==> config.mk <==
export PLATFORM = sky130hd
export DESIGN_NAME = sadc_port
export DESIGN_NICKNAME = d
export VERILOG_FILES = /design/src/rtl/sadc_pkg.sv /design/src/rtl/sadc_sync.sv /design/src/rtl/sadc_power.sv /design/src/rtl/sadc_refmon.sv /design/src/rtl/sadc_frame.sv /design/src/rtl/sadc_port.sv
export SDC_FILE = /design/constraint.sdc
export NUM_CORES = 1
export LEC_CHECK = 0
export BUFFER_PORTS_ARGS = -buffer_cell sky130_fd_sc_hd__buf_2
export CELL_PAD_IN_SITES_DETAIL_PLACEMENT = 2
export CELL_PAD_IN_SITES_GLOBAL_PLACEMENT = 2
export CORE_MARGIN = 3
export CORE_UTILIZATION = 34
export DETAILED_ROUTE_END_ITERATION = 12
export PLACE_DENSITY = 0.86
export SETUP_SLACK_MARGIN = 0.1
export SLEW_MARGIN = 10
export SYNTH_ARGS = -nofsm -noshare
export SYNTH_HDL_FRONTEND = slang
export SYNTH_SLANG_ARGS = --single-unit
==> constraint.sdc <==
create_clock -name clk -period 1.6 [get_ports clk]
set_clock_uncertainty 0.1 [all_clocks]
set_input_delay 0.32 -clock clk [delete_from_list [all_inputs] [get_ports clk]]
set_output_delay 0.32 -clock clk [all_outputs]
set_load 0.05 [all_outputs]
==> src/rtl/sadc_pkg.sv <==
package sadc_pkg;
  typedef enum logic [1:0] {
    PWR_ACTIVE = 2'd0,
    PWR_NAP    = 2'd1,
    PWR_SLEEP  = 2'd2
  } pwr_e;

  typedef enum logic [1:0] {
    REF_SLEW   = 2'd0,
    REF_SETTLE = 2'd1,
    REF_READY  = 2'd2
  } ref_e;
endpackage

==> src/rtl/sadc_sync.sv <==
module sadc_sync #(
  parameter int W      = 1,
  parameter int STAGES = 2
) (
  input  logic         clk,
  input  logic         rst_n,
  input  logic [W-1:0] d_i,
  output logic [W-1:0] q_o
);
  logic [W-1:0] stg_q [STAGES];

  always_ff @(posedge clk or negedge rst_n) begin
    if (!rst_n) begin
      for (int i = 0; i < STAGES; i++) stg_q[i] <= '0;
    end else begin
      stg_q[0] <= d_i;
      for (int i = 1; i < STAGES; i++) stg_q[i] <= stg_q[i-1];
    end
  end

  assign q_o = stg_q[STAGES-1];
endmodule

==> src/rtl/sadc_power.sv <==
module sadc_power
  import sadc_pkg::*;
#(
  parameter int NAP_EDGES   = 2,
  parameter int SLEEP_EDGES = 4
) (
  input  logic clk,
  input  logic rst_n,
  input  logic sclk_rise_i,
  input  logic strobe_rise_i,
  output pwr_e pwr_o,
  output logic low_o
);
  localparam int EW = $clog2(SLEEP_EDGES + 1);

  pwr_e          pwr_q, pwr_n;
  logic [EW-1:0] ecnt_q, ecnt_n;

  always_comb begin
    pwr_n  = pwr_q;
    ecnt_n = ecnt_q;
    if (sclk_rise_i) begin
      pwr_n  = PWR_ACTIVE;
      ecnt_n = strobe_rise_i ? EW'(1) : '0;
    end else if (strobe_rise_i) begin
      if (ecnt_q != EW'(SLEEP_EDGES)) ecnt_n = ecnt_q + EW'(1);
      if (ecnt_n >= EW'(SLEEP_EDGES))    pwr_n = PWR_SLEEP;
      else if (ecnt_n >= EW'(NAP_EDGES)) pwr_n = PWR_NAP;
    end
  end

  always_ff @(posedge clk or negedge rst_n) begin
    if (!rst_n) begin
      pwr_q  <= PWR_ACTIVE;
      ecnt_q <= '0;
    end else begin
      pwr_q  <= pwr_n;
      ecnt_q <= ecnt_n;
    end
  end

  assign pwr_o = pwr_q;
  assign low_o = (pwr_n != PWR_ACTIVE);
endmodule

==> src/rtl/sadc_refmon.sv <==
module sadc_refmon
  import sadc_pkg::*;
#(
  parameter int SLEW_CYC   = 200,
  parameter int SETTLE_CYC = 1000
) (
  input  logic clk,
  input  logic rst_n,
  input  logic sleep_i,
  input  logic ok_i,
  output logic rdy_o
);
  localparam int MAXC = (SLEW_CYC > SETTLE_CYC) ? SLEW_CYC : SETTLE_CYC;
  localparam int CW   = $clog2(MAXC + 1);

  ref_e          ph_q, ph_n;
  logic [CW-1:0] cnt_q, cnt_n;

  always_comb begin
    ph_n  = ph_q;
    cnt_n = cnt_q;
    if (sleep_i) begin
      ph_n  = REF_SLEW;
      cnt_n = '0;
    end else begin
      case (ph_q)
        REF_SLEW: begin
          if (cnt_q != CW'(SLEW_CYC - 1)) cnt_n = cnt_q + CW'(1);
          else if (ok_i) begin
            ph_n  = REF_SETTLE;
            cnt_n = '0;
          end
        end
        REF_SETTLE: begin
          if (cnt_q == CW'(SETTLE_CYC - 1)) begin
            ph_n  = REF_READY;
            cnt_n = '0;
          end else begin
            cnt_n = cnt_q + CW'(1);
          end
        end
        default: ph_n = REF_READY;
      endcase
    end
  end

  always_ff @(posedge clk or negedge rst_n) begin
    if (!rst_n) begin
      ph_q  <= REF_SLEW;
      cnt_q <= '0;
    end else begin
      ph_q  <= ph_n;
      cnt_q <= cnt_n;
    end
  end

  assign rdy_o = (ph_q == REF_READY);
endmodule

==> src/rtl/sadc_frame.sv <==
module sadc_frame #(
  parameter int DATA_W = 12
) (
  input  logic              clk,
  input  logic              rst_n,
  input  logic              start_i,
  input  logic              abort_i,
  input  logic              sclk_rise_i,
  input  logic [DATA_W-1:0] sample_i,
  input  logic              ref_rdy_i,
  output logic              dout_o,
  output logic              dout_oe_o,
  output logic              busy_o
);
  localparam int STAT_POS = 2;
  localparam int IGN      = DATA_W + 2;
  localparam int LAST     = DATA_W + 3;
  localparam int CW       = $clog2(LAST + 1);

  logic              act_q, act_n;
  logic [CW-1:0]     cnt_q, cnt_n;
  logic [DATA_W-1:0] shr_q, shr_n;
  logic              dout_q, dout_n;
  logic              oe_q, oe_n;

  always_comb begin
    act_n  = act_q;
    cnt_n  = cnt_q;
    shr_n  = shr_q;
    dout_n = dout_q;
    oe_n   = oe_q;
    if (abort_i) begin
      act_n  = 1'b0;
      oe_n   = 1'b0;
      dout_n = 1'b0;
    end else if (start_i) begin
      act_n  = 1'b1;
      cnt_n  = '0;
      shr_n  = sample_i;
      oe_n   = 1'b0;
      dout_n = 1'b0;
    end else if (act_q && sclk_rise_i) begin
      cnt_n = cnt_q + CW'(1);
      if (cnt_n == CW'(STAT_POS)) begin
        oe_n   = 1'b1;
        dout_n = ref_rdy_i;
      end else if (cnt_n > CW'(STAT_POS) && cnt_n < CW'(LAST)) begin
        dout_n = shr_q[DATA_W-1];
        shr_n  = {shr_q[DATA_W-2:0], 1'b0};
      end else if (cnt_n == CW'(LAST)) begin
        act_n  = 1'b0;
        oe_n   = 1'b0;
        dout_n = 1'b0;
      end
    end
  end

  always_ff @(posedge clk or negedge rst_n) begin
    if (!rst_n) begin
      act_q  <= 1'b0;
      cnt_q  <= '0;
      shr_q  <= '0;
      dout_q <= 1'b0;
      oe_q   <= 1'b0;
    end else begin
      act_q  <= act_n;
      cnt_q  <= cnt_n;
      shr_q  <= shr_n;
      dout_q <= dout_n;
      oe_q   <= oe_n;
    end
  end

  assign dout_o    = dout_q;
  assign dout_oe_o = oe_q;
  assign busy_o    = act_q && (cnt_q < CW'(IGN));
endmodule

==> src/rtl/sadc_port.sv <==
module sadc_port
  import sadc_pkg::*;
#(
  parameter int DATA_W      = 12,
  parameter int NAP_EDGES   = 2,
  parameter int SLEEP_EDGES = 4,
  parameter int SLEW_CYC    = 200,
  parameter int SETTLE_CYC  = 1000
) (
  input  logic              clk,
  input  logic              rst_n,
  input  logic              strobe_i,
  input  logic              sclk_i,
  input  logic [DATA_W-1:0] sample_i,
  input  logic              ref_ok_i,
  output logic              dout_o,
  output logic              dout_oe_o,
  output logic [1:0]        pwr_o
);
  logic [1:0] rst_ff_q;
  logic       rst_sn;

  always_ff @(posedge clk or negedge rst_n) begin
    if (!rst_n) rst_ff_q <= 2'b00;
    else        rst_ff_q <= {rst_ff_q[0], 1'b1};
  end
  assign rst_sn = rst_ff_q[1];

  logic [2:0] sync_q;
  sadc_sync #(.W(3), .STAGES(2)) u_sync (
    .clk  (clk),
    .rst_n(rst_sn),
    .d_i  ({ref_ok_i, sclk_i, strobe_i}),
    .q_o  (sync_q)
  );

  logic strobe_d_q, sclk_d_q;
  always_ff @(posedge clk or negedge rst_sn) begin
    if (!rst_sn) begin
      strobe_d_q <= 1'b0;
      sclk_d_q   <= 1'b0;
    end else begin
      strobe_d_q <= sync_q[0];
      sclk_d_q   <= sync_q[1];
    end
  end

  logic strobe_rise, sclk_rise;
  assign strobe_rise = sync_q[0] & ~strobe_d_q;
  assign sclk_rise   = sync_q[1] & ~sclk_d_q;

  pwr_e pwr;
  logic go_low;
  sadc_power #(.NAP_EDGES(NAP_EDGES), .SLEEP_EDGES(SLEEP_EDGES)) u_power (
    .clk          (clk),
    .rst_n        (rst_sn),
    .sclk_rise_i  (sclk_rise),
    .strobe_rise_i(strobe_rise),
    .pwr_o        (pwr),
    .low_o        (go_low)
  );

  logic ref_rdy;
  sadc_refmon #(.SLEW_CYC(SLEW_CYC), .SETTLE_CYC(SETTLE_CYC)) u_ref (
    .clk    (clk),
    .rst_n  (rst_sn),
    .sleep_i(pwr == PWR_SLEEP),
    .ok_i   (sync_q[2]),
    .rdy_o  (ref_rdy)
  );

  logic busy, start;
  assign start = strobe_rise && (pwr == PWR_ACTIVE) && !busy;

  sadc_frame #(.DATA_W(DATA_W)) u_frame (
    .clk        (clk),
    .rst_n      (rst_sn),
    .start_i    (start),
    .abort_i    (go_low),
    .sclk_rise_i(sclk_rise),
    .sample_i   (sample_i),
    .ref_rdy_i  (ref_rdy),
    .dout_o     (dout_o),
    .dout_oe_o  (dout_oe_o),
    .busy_o     (busy)
  );

  assign pwr_o = pwr;
endmodule

==> flow_summary_export.csv <==
group,metric,value,unit
grt,antenna_found_initial,0,
pwr,powerDensity,1530,nW/um2
setup_path,critPathLaunch,"u_power.ecnt_q[1]$_DFFE_PN0P_",
placement,hpwl,6.05,mm
setup_path,reg2regPathDepth,9,
grt,grt_pass1_wl,18.0,mm
run_status,status,"finished, violations left",
routing,via_per_inst,6.13,
logic_synthesis,synth_cells,237,
timing,rsz0062_at_grt,"yes",
grt,grt_pass1_vias,2840,
timing,maxSlewViolCount,0,
timing,fmax,418,MHz
pwr,p_leak,1.76,nW
floorplanning,core,6570,um2
pwr,peakVddDrop,0.778,mV
setup_path,critical_path_class,"reg2reg",
final_layout,final_layout_size_suffix_gt1_frac,0.538,
clock_tree,cts_tree,"yes",
clock_tree,clockBufferDepth,2,
logic_synthesis,synthArstFlopShare,1.00,
final_layout,final_cell_mix,"buf_4 (56), dfrtp_1 (40), inv_1 (28), buf_6 (19), buf_2 (18)",
clock_tree,cts_buffers,5,
logic_synthesis,synth_area_per_cell,10.1,um2
routing,drt-initial-drc-count,294,
final_layout,areaGrowthSynthToFinish,58.2,%
setup_path,crit_path_end,"u_frame.shr_q[6]$_DFFE_PN0P_",
logic_synthesis,synth_area_leaders,"dfrtp_1 (48%), inv_1 (4.7%), a222oi_1 (4.6%), ha_1 (3.1%), a21oi_1 (2.7%)",
setup_path,ff2ff_setup_slack,-0.79,ns
logic_synthesis,synth-edff-count,0,
flow_run,cap_violations,0,
logic_synthesis,synth_flop_cell,"dfrtp_1",
floorplanning,rows,29,
logic_synthesis,yosysSeqAreaShare,0.481,
timing,fin_tns_setup,-16.81,ns
floorplanning,dieHeight,89.9,um
timing,max-slew-margin-rel,0.667,
logic_synthesis,yosys_warnings,0,
clock_tree,clkSlewWorstSetupHoldPaths,0.10,ns
setup_path,reg2reg_from,"u_power.ecnt_q[1]$_DFFE_PN0P_",
placement,io_buffer_count,20,
routing,vias,2653,
timing,whs,0.0345,ns
setup_path,worstPathRequired,1.68,ns
timing,period_share,1.49,
run_status,violations,"setup timing",
timing,setup_viol,33,
setup_path,setup.worst_path.end_class,"register",
final_layout,antenna_cells,0,
grt,track_usage,0.293,
hold_path,hp-class,"in2reg",
timing,setup_ws,-0.791,ns
clock_tree,cts-root-buf,"clkbuf_8",
grt,grt_max_degree,22,
floorplanning,die_width,89.9,um
clock_tree,cts_sinks,46,
routing,ant_nets,0,
logic_synthesis,syn_area,2390,um2
setup_path,r2r_end,"u_frame.shr_q[6]$_DFFE_PN0P_",
floorplanning,dieArea,8080,um2
logic_synthesis,synth_top_area_frac,0.481,
setup_path,cp-start-kind,"register",
timing,fin_crit,2.39,ns
setup_path,worstPathArrival,2.48,ns
routing,totalWireLength,13.6,mm
floorplanning,start_util,0.364,
clock_tree,insertion_delay,0.33,ns
placement,gp_congestion,0.784,
timing,timing_hold_violations_final,0,
routing,routedWlPerCell,31.5,um
logic_synthesis,ys_ff_latch,46,
floorplanning,num_io_pins,21,
timing,tightestPinTransition,0.494,ns
grt,grt_overflow,0,
logic_synthesis,synth_area_leader_cell,"dfrtp_1",
final_layout,fin_nets,362,
final_layout,n_fill_cell,626,
setup_path,path_max_fanout,6,
final_layout,final_common_cell,"buf_4",
logic_synthesis,synth.distinct_cells,53,
clock_tree,h-tree-depth,2,
logic_synthesis,syn_nets,260,
routing,drc,0,
routing,dr.pass1.iters,6,
==> worst min-delay path by stage <==
stage	slack, ns	cells after the start	end	from
6_report	0.03	1	u_sync.stg_q[5]$_DFF_PN0_	ref_ok_i
3_5_place_dp	0.009	1	rst_ff_q[0]$_DFF_PN0_	rst_n
2_1_floorplan	-0.08	0	rst_ff_q[0]$_DFF_PN0_	rst_n
3_3_place_gp	0.007	1	rst_ff_q[0]$_DFF_PN0_	rst_n
4_1_cts	0.01	1	u_sync.stg_q[5]$_DFF_PN0_	ref_ok_i
5_1_grt	0.03	1	u_sync.stg_q[5]$_DFF_PN0_	ref_ok_i
==> area by class of cell <==
type	count	area (um2)	share of cell area
well taps	93	116	0.0308
clock buffers	6	82.6	0.0218
repair buffers	99	805	0.213
flip-flops and latches	46	1160	0.306
clock inverters	2	12.5	0.00331
multi-input cells	157	1500	0.396
inverters	30	113	0.0298
==> layer usage <==
metal	vias to the layer above	track usage	wire [um]
li1	1068	-	-
met1	1397	0.374	5320
met2	138	0.510	6840
met3	50	0.0426	842
met4	0	0.0957	617
met5	-	0	0
==> timing repair <==
item	in CTS	in global routing
pin swaps	20	22
gates cloned	1	1
resized for setup	61	41
hold buffers	3	0
setup buffers	14	12
endpoints found under the setup margin	36	38
endpoints found under the hold margin	4	0
==> state kept, by name (all words and copies together), names as in the netlist <==
| signal | cells |
|---|---|
| u_frame.act_q | 1 |
| strobe_d_q | 1 |
| u_frame.dout_o | 1 |
| u_ref.cnt_q | 10 |
| u_power.ecnt_q | 3 |
| u_frame.cnt_q | 4 |
| u_power.pwr_o | 2 |
| u_sync.q_o | 3 |
| u_frame.shr_q | 12 |
| sclk_d_q | 1 |
| u_ref.ph_q | 2 |
| rst_ff_q | 2 |
| u_sync.stg_q | 3 |
| u_frame.dout_oe_o | 1 |
==> synth_stat cells, drive strengths merged, types with 2 or more instances <==
cell type and n:
ha 6, buf 4, inv 30, nor3 6, nand2b 5, a211oi 2, nand2 15, a222oi 11
o21ai 12, o31ai 6, and3 8, mux2i 3, o22ai 2, dfrtp 46, clkbuf 2, a41oi 2
a21oi 14, and2 3, a31oi 5, a22oi 3, nand3 6, and3b 3, nor2 16, nor2b 4
nand4 4
==> through the flow <==
| stage | utilization | total power (W) | cells | area [um2] | worst slack, ns |
|---|---|---|---|---|---|
| 6_report | 0.576 | 0.00578 | 433 | 3780 | -0.791 |
| 4_1_cts | 0.537 | 0.00506 | 424 | 3520 | -0.483 |
| 2_1_floorplan | - | 0.00284 | 237 | 2470 | -0.338 |
| 3_3_place_gp | 0.465 | 0.00363 | 398 | 3050 | -0.457 |
| 5_1_grt | 0.576 | 0.00600 | 433 | 3780 | -0.840 |
| 3_5_place_dp | 0.465 | 0.00383 | 398 | 3050 | -0.589 |
==> power breakdown <==
part	switching (W)	internal, W
Sequential	0.000335	0.00148
Combinational	0.00176	0.00137
Clock	0.000489	0.000349
Total	0.00259	0.00320
==> cell families (layout without fill, tap and decap cells) <==
family,Yosys count,in the layout,share of synthesized area
simple gates,75,77,0.183
compound gates,69,69,0.224
other cells,1,1,0.00157
xor+xnor,1,1,0.00366
fa+ha+maj,6,6,0.0314
flops,46,46,0.481
mux,3,3,0.0126
buf+inv,36,137,0.0622
==> worst max-delay path: stages, from the launching register on <==
cell and delay (ns):
dfrtp_1 0.48, inv_2 0.09, ha_4 0.19, and3_4 0.17
buf_6 0.13, o31ai_4 0.30, a32oi_2 0.11, buf_6 0.17
buf_6 0.13, a222oi_1 0.37
(Power assumes the default switching activity.)
